## src/rtl/dma_arb_pkg.sv

```systemverilog
package dma_arb_pkg;
    localparam int LVL_W  = 2;
    localparam int FLAG_W = 4;
    // bit positions inside one channel's status field
    localparam int F_SUM  = 0;
    localparam int F_TC   = 1;
    localparam int F_HT   = 2;
    localparam int F_ERR  = 3;
endpackage

```

## src/rtl/dma_req_merge.sv

```systemverilog
module dma_req_merge #(
    parameter int NUM_CH       = 7,
    parameter int LINES_PER_CH = 4
) (
    input  logic [NUM_CH*LINES_PER_CH-1:0] periph_req,
    input  logic [NUM_CH-1:0]              ch_enable,
    output logic [NUM_CH-1:0]              eligible
);
    for (genvar c = 0; c < NUM_CH; c++) begin : g_ch
        assign eligible[c] = ch_enable[c] & (|periph_req[c*LINES_PER_CH +: LINES_PER_CH]);
    end
endmodule

```

## src/rtl/dma_prio_select.sv

```systemverilog
module dma_prio_select
    import dma_arb_pkg::*;
#(
    parameter int NUM_CH = 7,
    parameter int CH_W   = 3
) (
    input  logic [NUM_CH-1:0]       eligible,
    input  logic [NUM_CH*LVL_W-1:0] ch_level,
    output logic                    found,
    output logic [CH_W-1:0]         winner
);
    logic [LVL_W-1:0] best_lvl;

    // Ascending scan with strict compare: a higher level replaces the
    // current pick, an equal level keeps the lower channel number.
    always_comb begin
        found    = 1'b0;
        winner   = '0;
        best_lvl = '0;
        for (int c = 0; c < NUM_CH; c++) begin
            if (eligible[c] && (!found || ch_level[c*LVL_W +: LVL_W] > best_lvl)) begin
                found    = 1'b1;
                winner   = CH_W'(c);
                best_lvl = ch_level[c*LVL_W +: LVL_W];
            end
        end
    end
endmodule

```

## src/rtl/dma_flag_bank.sv

```systemverilog
module dma_flag_bank
    import dma_arb_pkg::*;
#(
    parameter int NUM_CH = 7
) (
    input  logic                     clk,
    input  logic                     rst_n,
    input  logic [NUM_CH-1:0]        evt_tc,
    input  logic [NUM_CH-1:0]        evt_ht,
    input  logic [NUM_CH-1:0]        evt_err,
    input  logic                     clr_we,
    input  logic [NUM_CH*FLAG_W-1:0] clr_data,
    output logic [NUM_CH*FLAG_W-1:0] status
);
    typedef struct packed {
        logic [NUM_CH-1:0] tc;
        logic [NUM_CH-1:0] ht;
        logic [NUM_CH-1:0] err;
    } flags_t;

    flags_t flg_d, flg_q;

    always_comb begin
        flg_d = flg_q;
        for (int c = 0; c < NUM_CH; c++) begin
            logic wipe;
            wipe = clr_we & clr_data[c*FLAG_W + F_SUM];
            // a set pulse overrides a clear in the same cycle
            flg_d.tc[c]  = evt_tc[c]  | (flg_q.tc[c]  & ~(wipe | (clr_we & clr_data[c*FLAG_W + F_TC])));
            flg_d.ht[c]  = evt_ht[c]  | (flg_q.ht[c]  & ~(wipe | (clr_we & clr_data[c*FLAG_W + F_HT])));
            flg_d.err[c] = evt_err[c] | (flg_q.err[c] & ~(wipe | (clr_we & clr_data[c*FLAG_W + F_ERR])));
        end
    end

    always_ff @(posedge clk or negedge rst_n) begin
        if (!rst_n) flg_q <= '0;
        else        flg_q <= flg_d;
    end

    for (genvar c = 0; c < NUM_CH; c++) begin : g_field
        assign status[c*FLAG_W + F_SUM] = flg_q.tc[c] | flg_q.ht[c] | flg_q.err[c];
        assign status[c*FLAG_W + F_TC]  = flg_q.tc[c];
        assign status[c*FLAG_W + F_HT]  = flg_q.ht[c];
        assign status[c*FLAG_W + F_ERR] = flg_q.err[c];
    end
endmodule

```

## src/rtl/dma_req_arbiter.sv

```systemverilog
module dma_req_arbiter
    import dma_arb_pkg::*;
#(
    parameter int NUM_CH       = 7,
    parameter int LINES_PER_CH = 4,
    localparam int CH_W        = (NUM_CH > 1) ? $clog2(NUM_CH) : 1
) (
    input  logic                           clk,
    input  logic                           rst_n,
    input  logic [NUM_CH*LINES_PER_CH-1:0] periph_req,
    input  logic [NUM_CH-1:0]              ch_enable,
    input  logic [NUM_CH*LVL_W-1:0]        ch_level,
    input  logic                           item_done,
    input  logic [NUM_CH-1:0]              evt_tc,
    input  logic [NUM_CH-1:0]              evt_ht,
    input  logic [NUM_CH-1:0]              evt_err,
    input  logic                           clr_we,
    input  logic [NUM_CH*FLAG_W-1:0]       clr_data,
    output logic                           grant_valid,
    output logic [CH_W-1:0]                grant_ch,
    output logic [NUM_CH-1:0]              grant_onehot,
    output logic [NUM_CH*FLAG_W-1:0]       status
);
    typedef struct packed {
        logic            valid;
        logic [CH_W-1:0] ch;
    } gnt_t;

    gnt_t              gnt_d, gnt_q;
    logic [NUM_CH-1:0] eligible;
    logic              found;
    logic [CH_W-1:0]   winner;

    dma_req_merge #(.NUM_CH(NUM_CH), .LINES_PER_CH(LINES_PER_CH)) merge_i (
        .periph_req (periph_req),
        .ch_enable  (ch_enable),
        .eligible   (eligible)
    );

    dma_prio_select #(.NUM_CH(NUM_CH), .CH_W(CH_W)) select_i (
        .eligible (eligible),
        .ch_level (ch_level),
        .found    (found),
        .winner   (winner)
    );

    dma_flag_bank #(.NUM_CH(NUM_CH)) flags_i (
        .clk      (clk),
        .rst_n    (rst_n),
        .evt_tc   (evt_tc),
        .evt_ht   (evt_ht),
        .evt_err  (evt_err),
        .clr_we   (clr_we),
        .clr_data (clr_data),
        .status   (status)
    );

    always_comb begin
        logic rearb;
        rearb = !gnt_q.valid || item_done || !ch_enable[gnt_q.ch];
        gnt_d = gnt_q;
        if (rearb) begin
            gnt_d.valid = found;
            gnt_d.ch    = found ? winner : '0;
        end
    end

    always_ff @(posedge clk or negedge rst_n) begin
        if (!rst_n) gnt_q <= '0;
        else        gnt_q <= gnt_d;
    end

    assign grant_valid = gnt_q.valid;
    assign grant_ch    = gnt_q.ch;

    for (genvar c = 0; c < NUM_CH; c++) begin : g_onehot
        assign grant_onehot[c] = gnt_q.valid && (gnt_q.ch == CH_W'(c));
    end
endmodule

```

## config.mk

```make
export PLATFORM = sky130hd
export DESIGN_NAME = dma_req_arbiter
export DESIGN_NICKNAME = d
export VERILOG_FILES = /design/src/rtl/dma_arb_pkg.sv /design/src/rtl/dma_req_merge.sv /design/src/rtl/dma_prio_select.sv /design/src/rtl/dma_flag_bank.sv /design/src/rtl/dma_req_arbiter.sv
export SDC_FILE = /design/constraint.sdc
export NUM_CORES = 1
export LEC_CHECK = 0
export ABC_CLOCK_PERIOD_IN_PS = 2100
export BUFFER_PORTS_ARGS = -buffer_cell sky130_fd_sc_hd__buf_2
export CAP_MARGIN = 15
export CORE_ASPECT_RATIO = 0.75
export CORE_UTILIZATION = 40
export CTS_CLUSTER_DIAMETER = 100
export DETAILED_ROUTE_END_ITERATION = 8
export PLACE_DENSITY = 0.86
export SLEW_MARGIN = 20
export SYNTH_ARGS = -nofsm -noshare
export SYNTH_HDL_FRONTEND = slang
export SYNTH_SLANG_ARGS = --single-unit
```

## constraint.sdc

```tcl
create_clock -name clk -period 2.1 [get_ports clk]
set_input_delay 0.105 -clock clk [delete_from_list [all_inputs] [get_ports clk]]
set_output_delay 0.105 -clock clk [all_outputs]
set_load 0.01 [all_outputs]
```

==> run_results.csv <==
group,metric,value,unit
die,die_height,60.0,microns
clock_tree,cts_root_buffer,"clkbuf_8",
global_route,antenna_found_initial,0,
synthesis,ys.flop_type,"dfrtp_1",
critical_path,slowest_delay,460,ps
timing,tightest_slew,533,ps
outcome,violations,"negative setup slack",
timing,clock.fmax,162,MHz
power_and_ir_drop,p_per_area,660,mW/mm^2
place,port_buffers,140,
timing,hold_viol,0,
die,initial_core_util,43.0,%
clock_tree,cts_inserted_buffers,3,
clock_tree,clock_latency,260,ps
synthesis,synth.top_cell.area_share,34.8,%
clock_tree,cts_max_path_buffers,2,
critical_path,cp.arrival,6340,ps
clock_tree,htree_levels,1,
detailed_routing,totalWireLength,6380,microns
power_and_ir_drop,finalPower,2.10,mW
cells_and_area,drive_gt1_share,59.6,%
power_and_ir_drop,leakage,1.61,nW
synthesis,postSynthCellCount,199,
synthesis,syn_area,0.00180,sq mm
power_and_ir_drop,ir_drop,0.000505,V
detailed_routing,drcViolationCount,0,
cells_and_area,final_util,76.0,%
timing,slew_headroom,64.4,%
synthesis,yosys-top-cells-count,"o21ai_0 (30), dfrtp_1 (25), a21o_1 (23)",
cells_and_area,syn2layout_area_growth,76.9,%
detailed_routing,first_pass_iters,4,
synthesis,postSynth.asyncResetShare,100,%
timing,worst_slack,-4080,ps
critical_path,end_kind,"flip-flop",
cells_and_area,antenna-diode-count,0,
cells_and_area,nets,499,
detailed_routing,viasPerCell,5.22,
synthesis,synthMostInstantiatedCell,"o21ai_0",
synthesis,ys_ff_latch,25,
synthesis,synth_area_leaders,"dfrtp_1 (35%), a21o_1 (9.6%), ha_1 (8.4%), o21ai_0 (8.4%), o41ai_4 (3.1%)",
worst_hold_path,holdCritPathClass,"in -> reg",
critical_path,crit_slowest_cell,"o41a_1",
clock_tree,cts_tree,"yes",
die,floorplan.rows,20,
global_route,grt_pass1_vias,2084,
critical_path,crit_top_cell,"a21oi_2",
die,core_area,0.00418,sq mm
timing,report.final.slew_viol_count,0,
synthesis,ys_seq_area_share,34.8,%
detailed_routing,postRouteAntennaNets,0,
critical_path,cp_max_fo,5,
timing,min_period,6180,ps
global_route,grt_max_degree,26,
timing,rsz0062_at_grt,"true",
detailed_routing,num_vias,2290,
critical_path,crit_buf_inv,1,
place,place_congestion,0.918,
timing,setup_viol,3,
timing,finalCritPeriodShare,294,%
global_route,grt.total_usage,24.6,%
timing,skew,0.106,ps
critical_path,crit_required,2260,ps
synthesis,synth_cell_types,39,
critical_path,path_class,"in -> reg",
clock_tree,path_clk_slew,90,ps
synthesis,synth_top_area_cell,"dfrtp_1",
cells_and_area,fillCellCount,293,
global_route,grt-ovfl-total,0,
detailed_routing,drtIter0Drc,78,
critical_path,cp_top_family,"compound AO/OA/AOI/OAI gates",
synthesis,synth_edf_count,0,
synthesis,syn_avg_cell_area,9.02,sq um
detailed_routing,routedWlPerCell,14.5,microns
global_route,grt_pass1_wl,9110,microns
die,die_area,0.00476,sq mm
clock_tree,cts_sinks,25,
job,maxCapViolCount,0,
die,die_x,79.4,microns
synthesis,synth_fp_nets,313,
synthesis,yosys_warnings,0,
place,hpwl,4730,microns
die,io_pins,141,
outcome,status,"finished, violations left",
critical_path,cp-start-kind,"primary input",
==> power by group <==
part           total (mW)  switching [mW]  internal (mW)
clock network       0.268           0.133          0.135
logic                1.22           0.590          0.628
registers           0.610          0.0695          0.541
==> area by class of cell <==
cell class / instances / area, sq um / share of cell area (%)
Inverter: 13 / 48.8 / 1.54
Sequential cell: 25 / 626 / 19.7
Multi-Input combinational cell: 157 / 1330 / 41.8
Clock buffer: 4 / 45.0 / 1.42
Tap cell: 55 / 68.8 / 2.17
Timing Repair Buffer: 185 / 1060 / 33.4
==> path summary, 6_finish.rpt <==
path / slack (ps) / endpoint / cells after the start / startpoint
max: -4080 / grant_ch[0]$_DFFE_PN0P_ / 38 / periph_req[2]
min: 20 / flags_i.status[6]$_DFF_PN0_ / 2 / evt_ht[1]
max reg2reg: 210 / grant_ch[1]$_DFFE_PN0P_ / 5 / grant_ch[1]$_DFFE_PN0P_
min reg2reg: 500 / flags_i.status[7]$_DFF_PN0_ / 1 / flags_i.status[7]$_DFF_PN0_
max in group asynchronous: 1370 / flags_i.status[9]$_DFF_PN0_ / 2 / rst_n
min in group asynchronous: 360 / flags_i.status[1]$_DFF_PN0_ / 2 / rst_n
==> placed cells by master (no fill, tap or decap), types with 5 or more instances in the layout <==
| master | n |
|---|---|
| inv_1 | 12 |
| o21ai_2 | 6 |
| nor2_1 | 11 |
| nor2b_4 | 5 |
| ha_4 | 5 |
| buf_4 | 44 |
| nand2_1 | 10 |
| o21ai_0 | 22 |
| ha_1 | 7 |
| a21oi_2 | 8 |
| a21o_1 | 23 |
| dfrtp_1 | 25 |
| o21ai_1 | 5 |
| or3_1 | 8 |
| o41ai_1 | 5 |
| buf_2 | 137 |
==> logic make-up (layout without fill, tap and decap cells) <==
family / after synthesis / in the layout / share of synthesized area (%)
flip-flops: 25 / 25 / 34.8
AO/OA/AOI/OAI: 92 / 92 / 36.4
buffers and inverters: 17 / 202 / 3.55
adder cells (fa/ha/maj): 12 / 12 / 8.36
AND/OR/NAND/NOR: 50 / 50 / 14.4
multiplexers: 3 / 3 / 2.37
==> registers in the layout, summed over array words and instances, names as in the netlist <==
register        cells
flags_i.status     21
grant_ch            3
grant_valid         1
==> per-stage QoR <==
| step | setup slack (ps) | TNS (ps) | std cells | hold WS (ps) | cell area, sq um |
|---|---|---|---|---|---|
| after global placement | -4070 | -12170 | 427 | 113 | 2900 |
| after floorplan | -4040 | -12110 | 199 | -191 | 1870 |
| after CTS | -3900 | -11640 | 438 | 14.2 | 3100 |
| final | -4080 | -12140 | 439 | 17.8 | 3180 |
| after global routing | -4390 | -13010 | 439 | 14.2 | 3180 |
| after detailed placement | -4370 | -13060 | 427 | 118 | 2900 |
==> routing by layer <==
metal	up-vias	global-route usage [%]	wire, microns
met5	-	0	0
met2	88	49.6	3320
met3	10	3.36	346
li1	1116	-	-
met1	1076	28.3	2610
met4	0	3.12	103
==> what timing repair did <==
item,in CTS,in global routing
hold buffers,1,0
buffers inserted,6,1
endpoints found under the setup margin,3,3
pin swaps,23,13
resized for setup,15,16
endpoints found under the hold margin,25,0
Note: power is estimated with default switching activity, not from simulation.
